--- config.mk ---
export PLATFORM = sky130hd
export DESIGN_NAME = bitpolicy_reg
export DESIGN_NICKNAME = d
export VERILOG_FILES = /design/src/rtl/bp_pkg.sv /design/src/rtl/bp_next_state.sv /design/src/rtl/bp_err_flag.sv /design/src/rtl/bp_read_port.sv /design/src/rtl/bitpolicy_reg.sv
export SDC_FILE = /design/constraint.sdc
export NUM_CORES = 1
export LEC_CHECK = 0
export ABC_CLOCK_PERIOD_IN_PS = 1080
export BUFFER_PORTS_ARGS = -buffer_cell sky130_fd_sc_hd__buf_2
export CELL_PAD_IN_SITES_DETAIL_PLACEMENT = 1
export CELL_PAD_IN_SITES_GLOBAL_PLACEMENT = 2
export CORE_MARGIN = 8
export CORE_UTILIZATION = 19
export CTS_CLUSTER_SIZE = 8
export DETAILED_ROUTE_END_ITERATION = 8
export HOLD_SLACK_MARGIN = 0.15
export PLACE_DENSITY = 0.83
export SYNTH_ARGS = -nofsm -noshare
export SYNTH_HDL_FRONTEND = slang
export SYNTH_SLANG_ARGS = --single-unit
export TNS_END_PERCENT = 1
--- constraint.sdc ---
create_clock -name clk -period 1.08 [get_ports clk]
set_clock_uncertainty 0.15 [all_clocks]
set_input_delay 0.108 -clock clk [delete_from_list [all_inputs] [get_ports clk]]
set_output_delay 0.108 -clock clk [all_outputs]
set_load 0.01 [all_outputs]
--- src/rtl/bp_pkg.sv ---
// Package: shared types for the per-bit access-policy register.
// Assumes: nothing beyond IEEE 1800-2017 packages.
package bp_pkg;

    // Kind of misuse a sticky error flag watches for
    typedef enum logic [0:0] {
        FLAG_RSVD  = 1'b0,   // change of a reserved bit
        FLAG_UNIMP = 1'b1    // a 1 written to an unimplemented bit
    } flag_kind_e;

endpackage

--- src/rtl/bp_next_state.sv ---
// Module: bp_next_state
// Computes the next stored value from the current value and one cycle of
// write, read and hardware-set activity. Order: write merge, then
// write-one-to-clear, then clear-on-read, then hardware set (set wins).
// Assumes: masks are constant parameters; purely combinational.
module bp_next_state #(
    parameter int unsigned    W         = 32,
    parameter logic [W-1:0]   RO_MASK   = '0,
    parameter logic [W-1:0]   W1C_MASK  = '0,
    parameter logic [W-1:0]   RSVD_MASK = '0,
    parameter logic [W-1:0]   COR_MASK  = '0
) (
    input  logic [W-1:0] cur,
    input  logic         wr_en,
    input  logic [W-1:0] wr_data,
    input  logic [W-1:0] wr_bit_en,
    input  logic         rd_en,
    input  logic [W-1:0] rd_bit_en,
    input  logic [W-1:0] hw_set,
    output logic [W-1:0] nxt
);

    // Bits that direct write data may never reach
    localparam logic [W-1:0] LOCKED = RO_MASK | W1C_MASK | RSVD_MASK;

    for (genvar b = 0; b < W; b++) begin : g_bit
        logic merged;
        logic after_w1c;
        logic after_cor;

        // Write merge: take data only for enabled, unlocked bits
        always_comb begin
            merged = cur[b];
            if (wr_en && wr_bit_en[b] && !LOCKED[b]) begin
                merged = wr_data[b];
            end
        end

        // Write-one-to-clear on enabled status bits
        always_comb begin
            after_w1c = merged;
            if (wr_en && W1C_MASK[b] && wr_bit_en[b] && wr_data[b]) begin
                after_w1c = 1'b0;
            end
        end

        // Clear-on-read for bits selected by the read enable
        always_comb begin
            after_cor = after_w1c;
            if (rd_en && COR_MASK[b] && rd_bit_en[b]) begin
                after_cor = 1'b0;
            end
        end

        // Hardware set on status bits wins over every clear
        always_comb begin
            nxt[b] = after_cor;
            if (W1C_MASK[b] && hw_set[b]) begin
                nxt[b] = 1'b1;
            end
        end
    end

endmodule

--- src/rtl/bp_err_flag.sv ---
// Module: bp_err_flag
// One sticky error flag. KIND selects what counts as a violation: a changed
// reserved bit, or a 1 written into an unimplemented bit. A new violation
// beats a clear request in the same cycle.
// Assumes: synchronous active-low reset; cur is the value before the edge.
module bp_err_flag
    import bp_pkg::*;
#(
    parameter int unsigned  W    = 32,
    parameter flag_kind_e   KIND = FLAG_RSVD,
    parameter logic [W-1:0] MASK = '0
) (
    input  logic         clk,
    input  logic         rst_n,
    input  logic         wr_en,
    input  logic [W-1:0] wr_data,
    input  logic [W-1:0] cur,
    input  logic         clr,
    output logic         flag
);

    logic [W-1:0] probe;
    logic         hit;

    // Pick the vector that reveals misuse for this flag kind
    always_comb begin
        probe = (KIND == FLAG_RSVD) ? (cur ^ wr_data) : wr_data;
        hit   = wr_en && |(probe & MASK);
    end

    // Sticky flag register: set on hit, clear on request otherwise
    always_ff @(posedge clk) begin
        if (!rst_n) begin
            flag <= 1'b0;
        end else if (hit) begin
            flag <= 1'b1;
        end else if (clr) begin
            flag <= 1'b0;
        end
    end

    logic armed;
    // Enables $past-based checks once a defined cycle exists
    always_ff @(posedge clk) begin
        if (!rst_n) armed <= 1'b0;
        else        armed <= 1'b1;
    end


    flag_sticky_chk: assert property (@(posedge clk) disable iff (!rst_n || !armed)
        ($past(flag) && !$past(clr)) |-> flag);


    flag_raise_chk: assert property (@(posedge clk) disable iff (!rst_n || !armed)
        $past(hit) |-> flag);

endmodule

--- src/rtl/bp_read_port.sv ---
// Module: bp_read_port
// Registered read path: on a read strobe, captures the stored value before
// the edge masked by the read enables; otherwise holds.
// Assumes: synchronous active-low reset clears the captured data.
module bp_read_port #(
    parameter int unsigned W = 32
) (
    input  logic         clk,
    input  logic         rst_n,
    input  logic         rd_en,
    input  logic [W-1:0] rd_bit_en,
    input  logic [W-1:0] cur,
    output logic [W-1:0] rd_data
);

    // Read data register, masked per bit
    always_ff @(posedge clk) begin
        if (!rst_n) begin
            rd_data <= '0;
        end else if (rd_en) begin
            rd_data <= cur & rd_bit_en;
        end
    end

endmodule

--- src/rtl/bitpolicy_reg.sv ---
// Module: bitpolicy_reg (top)
// A single register whose bits follow per-bit access policies set by
// parameter masks: read-only, write-one-to-clear, reserved, clear-on-read
// and unimplemented. Holds storage, instantiates the next-state logic, the
// read port and two sticky misuse flags.
// Assumes: W is 8, 16, 32 or 64; RO_MASK does not overlap W1C_MASK;
// synchronous active-low reset.
module bitpolicy_reg
    import bp_pkg::*;
#(
    parameter int unsigned  W          = 32,
    parameter logic [W-1:0] RESET_VAL  = 32'h5A5A_A5A5,
    parameter logic [W-1:0] RO_MASK    = 32'h0000_00F0,
    parameter logic [W-1:0] W1C_MASK   = 32'h0000_0F00,
    parameter logic [W-1:0] RSVD_MASK  = 32'hF000_0000,
    parameter logic [W-1:0] COR_MASK   = 32'h000F_0000,
    parameter logic [W-1:0] UNIMP_MASK = 32'h0F00_0000
) (
    input  logic         clk,
    input  logic         rst_n,
    input  logic         wr_en,
    input  logic [W-1:0] wr_data,
    input  logic [W-1:0] wr_bit_en,
    input  logic         rd_en,
    input  logic [W-1:0] rd_bit_en,
    output logic [W-1:0] rd_data,
    input  logic [W-1:0] hw_set,
    input  logic         flag_clr,
    output logic [W-1:0] reg_q,
    output logic         rsvd_err,
    output logic         unimp_err
);

    // Bits whose value neither software writes nor hardware set may alter
    localparam logic [W-1:0] FROZEN_RO = RO_MASK & ~COR_MASK & ~W1C_MASK;
    localparam logic [W-1:0] FROZEN_RS = RSVD_MASK & ~COR_MASK & ~W1C_MASK;

    logic [W-1:0] store_q;
    logic [W-1:0] store_d;

    bp_next_state #(
        .W(W), .RO_MASK(RO_MASK), .W1C_MASK(W1C_MASK),
        .RSVD_MASK(RSVD_MASK), .COR_MASK(COR_MASK)
    ) u_next (
        .cur(store_q), .wr_en(wr_en), .wr_data(wr_data), .wr_bit_en(wr_bit_en),
        .rd_en(rd_en), .rd_bit_en(rd_bit_en), .hw_set(hw_set), .nxt(store_d)
    );

    // Storage register, loaded with RESET_VAL on reset
    always_ff @(posedge clk) begin
        if (!rst_n) store_q <= RESET_VAL;
        else        store_q <= store_d;
    end

    assign reg_q = store_q;

    bp_read_port #(.W(W)) u_rd (
        .clk(clk), .rst_n(rst_n), .rd_en(rd_en), .rd_bit_en(rd_bit_en),
        .cur(store_q), .rd_data(rd_data)
    );

    bp_err_flag #(.W(W), .KIND(FLAG_RSVD), .MASK(RSVD_MASK)) u_rsvd_flag (
        .clk(clk), .rst_n(rst_n), .wr_en(wr_en), .wr_data(wr_data),
        .cur(store_q), .clr(flag_clr), .flag(rsvd_err)
    );

    bp_err_flag #(.W(W), .KIND(FLAG_UNIMP), .MASK(UNIMP_MASK)) u_unimp_flag (
        .clk(clk), .rst_n(rst_n), .wr_en(wr_en), .wr_data(wr_data),
        .cur(store_q), .clr(flag_clr), .flag(unimp_err)
    );

    logic armed;
    // Enables $past-based checks once a defined cycle exists
    always_ff @(posedge clk) begin
        if (!rst_n) armed <= 1'b0;
        else        armed <= 1'b1;
    end


    ro_hold_chk: assert property (@(posedge clk) disable iff (!rst_n || !armed)
        ((reg_q ^ $past(reg_q)) & FROZEN_RO) == '0);


    rsvd_hold_chk: assert property (@(posedge clk) disable iff (!rst_n || !armed)
        ((reg_q ^ $past(reg_q)) & FROZEN_RS) == '0);


    w1c_rise_chk: assert property (@(posedge clk) disable iff (!rst_n || !armed)
        ((reg_q & ~$past(reg_q)) & W1C_MASK & ~$past(hw_set)) == '0);


    rd_mask_chk: assert property (@(posedge clk) disable iff (!rst_n || !armed)
        $past(rd_en) |-> ((rd_data & ~$past(rd_bit_en)) == '0));


    cor_clear_chk: assert property (@(posedge clk) disable iff (!rst_n || !armed)
        $past(rd_en) |-> ((reg_q & $past(rd_bit_en) & COR_MASK & ~W1C_MASK) == '0));

endmodule

## After elaboration in Yosys (flattened, before gate mapping)

Cells that the tools add are included.

| cells by class | value |
|---|---|
| bitwise gates (word level) | 3 |
| mux-type cells | 11 |
| reductions and logical operators | 46 |

Operators by type and width:

| cell | number |
|---|---|
| $logic_and 1x1->1 | 34 |
| $and 31x32->32 | 1 |
| $xor 31x32->32 | 1 |
| $reduce_bool 2->1 | 6 |
| $mux 1 | 11 |
| $reduce_or 2->1 | 4 |
| $reduce_or 4->1 | 2 |
| $not 1->1 | 1 |

| word-level totals | value |
|---|---|
| output and inout port bits | 66 |
| bits of input ports | 133 |
| register bits | 58 |
| word-level logic and storage cells | 87 |

## Longest topological paths before layout

| depth | value |
|---|---|
| word-level depth | 4 |
| mapped depth | 5 |
| mapped depth without buffers | 2 |

## Hierarchy

Synthesis repeated with hierarchy kept, for this count alone.

| unflattened totals | value |
|---|---|
| cell total of the unflattened synthesis | 306 |
| area, all modules | 2986.6 µm² |

By module, submodules not included:

| module | cells each | area each (µm²) | seq. area each (µm²) | times used |
|---|---|---|---|---|
| bp_read_port | 142 | 1328.8 | 640.6 | 1 |
| bitpolicy_reg | 67 | 858.3 | 640.6 | 1 |
| bp_next_state | 83 | 673.1 | 0.0 | 1 |
| bp_err_flag at u_rsvd_flag | 9 | 77.6 | 20.0 | 1 |
| bp_err_flag at u_unimp_flag | 5 | 48.8 | 20.0 | 1 |

## Least setup slack after synthesis

No wires, ideal clock.

| path | value |
|---|---|
| kind | register -> register |
| start | register reg_q[0] (netlist name) |
| end | register store_q[0], in the netlist reg_q[0] |
| buffers on the path | 0 |
| stages on the path, launching flop included | 3 |
| data required time | 0.808 ns |
| library setup time | 0.122 ns |
| clock period less this slack | 1.020 ns |
| slack | 0.060 ns |
| arrival time | 0.748 ns |
| cell sequence | dfxtp_1 -> a21boi_0 -> a311o_1 |

RTL lines:

| item | RTL line | RTL |
|---|---|---|
| end signal: assignment | bitpolicy_reg.sv:52 | `else store_q <= store_d;` |
| end: declaration | bitpolicy_reg.sv:38 | `logic [W-1:0] store_q;` |

## Final worst setup path

| path | value |
|---|---|
| start | register store_q[25], in the netlist reg_q[25] |
| end | output port reg_q[25] |

RTL lines:

| item | RTL line | RTL |
|---|---|---|
| end: declaration | bitpolicy_reg.sv:29 | `output logic [W-1:0] reg_q,` |

No word-level cell between the ends.

==> out/qor.yml <==
outcome:
  status: "finished with violations"
  violations: "negative hold slack, negative setup slack"
grt:
  grt_pass1_wl_um: 15930
  grt_max_degree: 33
  grt.overflow.total: 0
  grt_pass1_vias: 2955
  antenna_found_initial: 0
  gr-usage-all-layers_pct: 12.58
sta:
  fin_ws_ns: -0.02244
  drv_slew: 0
  hold_viol_final: 7
  period_share_pct: 102.1
  setup_viol: 2
  layout_min_cycle_time_ns: 1.102
  clock.fmax_mhz: 907.1
  whs_ns: -0.08013
  grt_setup_unrepaired: "yes"
  totalNegativeSetupSlack_ns: -0.03799
min_path:
  hold_class: "primary input to flop"
  hold_start: "wr_data[31]"
layout:
  fill_cells: 1383
  multi_input_area_um2: 1049
  diodes: 0
  seq_area_um2: 1116
  nNetsFinal: 580
  synthToLayoutAreaGrowth_pct: 80.88
  post-route-util_pct: 34.88
  layout-drive-gt1-share_pct: 44.64
setup_path:
  rr_startpoint: "reg_q[20]"
  cp_num_buf_inv: 2
  slowest_delay_ns: 0.33
  critPathLaunch: "reg_q[25]"
  crit_slowest_cell: "dfxtp_2"
  crit_fanout: 2
  cp_top_family: "flip-flops"
  cp-end-kind: "output pin"
  cp.arrival_ns: 0.84
  crit_top_cell: "buf_6"
  path_class: "flop to output pin"
  startpoint_type: "flop"
  cp_cell_sequence: "buf_6, buf_6"
  cp_data_required_time_ns: 0.82
clock_tree:
  htreeDepth: 2
  cts_tree: "yes"
  ctsRootBufferMaster: "clkbuf_16"
  cts_buffer_depth: 2
  insertion_delay_ns: 0.30
  ctsHoldBuffers: 72
  cts.sinks: 54
  clk_pin_slew_worst_paths_ns: 0.07
  cts_buffers: 5
job:
  cap_violations: 0
synthesis:
  syn_inst: 237
  syn_area_um2: 2297
  yosysSeqAreaShare_pct: 47.06
  synth-seq-cells: 54
  ys.warnings.count: 0
  syn_avg_cell_area_um2: 9.693
  synth_cell_type_count: 33
power:
  power_w: 0.004986
  p_leak_nw: 1.858
  power_density_nw_per_um2: 1200
  ir_drop_mv: 0.5030
floorplanning:
  core_area_um2: 11910
  die_height_um: 126.0
  dieWidth_um: 126.0
  dieArea_um2: 15860
  io_pins: 199
  initial_core_util_pct: 19.29
  rows: 40
route:
  drt-vias-per-instance: 4.417
  num_vias: 2628
  firstDrtPassIters: 4
  wl_um: 9998
  ant_nets: 0
  drt_iter0_markers: 65
  drc: 0
  wire_per_inst_um: 16.80
place:
  post-place-ws_ns: -0.06248
  dp.final_hpwl_um: 6677
  gp_congestion: 0.7582
  io_buffers: 142
## registers in the layout, indices dropped and copies added, names as in the netlist
register / cells
u_rsvd_flag.flag: 1
u_rd.rd_data: 28
u_unimp_flag.flag: 1
reg_q: 24
## through the flow
step / area [um2] / std cells
finish: 4155 / 595
global route: 4155 / 595
CTS: 4078 / 597
detailed placement: 3173 / 518
global placement: 3173 / 518
floorplan: 2335 / 247
## metal layers
layer	up-vias	share of wire (%)	global-route usage (%)	wire length, um
met5	-	0	0	0
met4	0	1.7	3.751	165
met3	13	9.1	5.949	907
met2	111	52	22.89	5170
met1	1257	38	12.44	3755
li1	1247	-	-	-
## cell families after synthesis
group | share of synthesized area [%]
AOI/OAI and AO/OA | 22.44
buffers and inverters | 9.804
other | 0.3269
DFF | 47.06
muxes | 1.743
and+or+nand+nor | 18.63
## worst paths after layout
check	depth (start not counted)	slack, ns	endpoint
max	2	-0.02	reg_q[25]
min	3	-0.08	u_rsvd_flag.flag
max reg2reg	2	0.04	reg_q[20]
min reg2reg	2	0.32	u_rd.rd_data[15]
## repair_timing
item                       in CTS  in global routing
hold endpoints to repair       54                 23
buffers inserted                0                  1
pin swaps                       0                  5
resized for setup              13                 35
setup endpoints to repair      10                 35
## Yosys cell counts
cell type / number / area (um2)
dfxtp_1: 54 / 1081
o21ai_0: 3 / 15.01
nor4_1: 1 / 6.260
inv_1: 2 / 7.510
o21ai_1: 1 / 5.000
a211o_1: 2 / 17.52
a21boi_1: 6 / 45.04
nand3b_1: 2 / 15.01
nand2_1: 1 / 3.750
and2_0: 2 / 12.51
nor4bb_1: 1 / 10.01
a41oi_1: 1 / 8.760
buf_2: 8 / 40.04
a2111oi_2: 1 / 15.01
conb_1: 2 / 7.510
mux2i_1: 4 / 40.04
inv_2: 1 / 3.750
a21bo_2: 8 / 80.08
buf_6: 3 / 33.78
a2111oi_4: 1 / 27.53
buf_12: 1 / 20.02
and3b_1: 2 / 17.52
clkbuf_1: 2 / 7.510
a21oi_1: 34 / 170.2
nand4b_1: 2 / 17.52
buf_4: 15 / 112.6
a21boi_0: 2 / 15.01
a41oi_2: 1 / 16.27
nor2_1: 4 / 15.01
o311a_1: 2 / 20.02
nand3_1: 36 / 180.2
nand2b_1: 24 / 150.1
a311o_1: 8 / 80.08
## power breakdown
group          internal (W)  switching (W)
Clock               0.00110       0.000743
Sequential          0.00210      0.0000670
Combinational      0.000553       0.000420
Total               0.00376        0.00123
## cells in the final DEF, fill, tap and decap left out, types with 3 or more instances in the layout
| master | Yosys | routed |
|---|---|---|
| buf_12 | 1 | 6 |
| a311o_1 | 8 | 8 |
| dlymetal6s4s_1 | 0 | 4 |
| nor2_1 | 4 | 4 |
| nand2b_1 | 24 | 24 |
| conb_1 | 2 | 12 |
| a21bo_2 | 8 | 8 |
| buf_2 | 8 | 131 |
| dfxtp_2 | 0 | 28 |
| clkbuf_16 | 0 | 5 |
| buf_6 | 3 | 9 |
| dlygate4sd3_1 | 0 | 66 |
| dfxtp_1 | 54 | 26 |
| buf_4 | 15 | 6 |
| a21oi_1 | 34 | 33 |
| nand3_1 | 36 | 36 |
| a21boi_1 | 6 | 7 |
| o21ai_0 | 3 | 3 |
| mux2i_1 | 4 | 4 |
## cell type report
class | count | share of cell area (%)
flip-flops and latches | 54 | 26.86
inverters | 3 | 0.2710
multi-input cells | 161 | 25.23
repair buffers | 222 | 39.30
clock inverters | 1 | 0.7227
well taps | 147 | 4.426
clock buffers | 7 | 3.192
## worst register-to-register path, stage by stage, from the launching register on
cell and delay, ns:
dfxtp_2 0.33, a21boi_1 0.14, a311o_1 0.30
(Power assumes the default switching activity.)
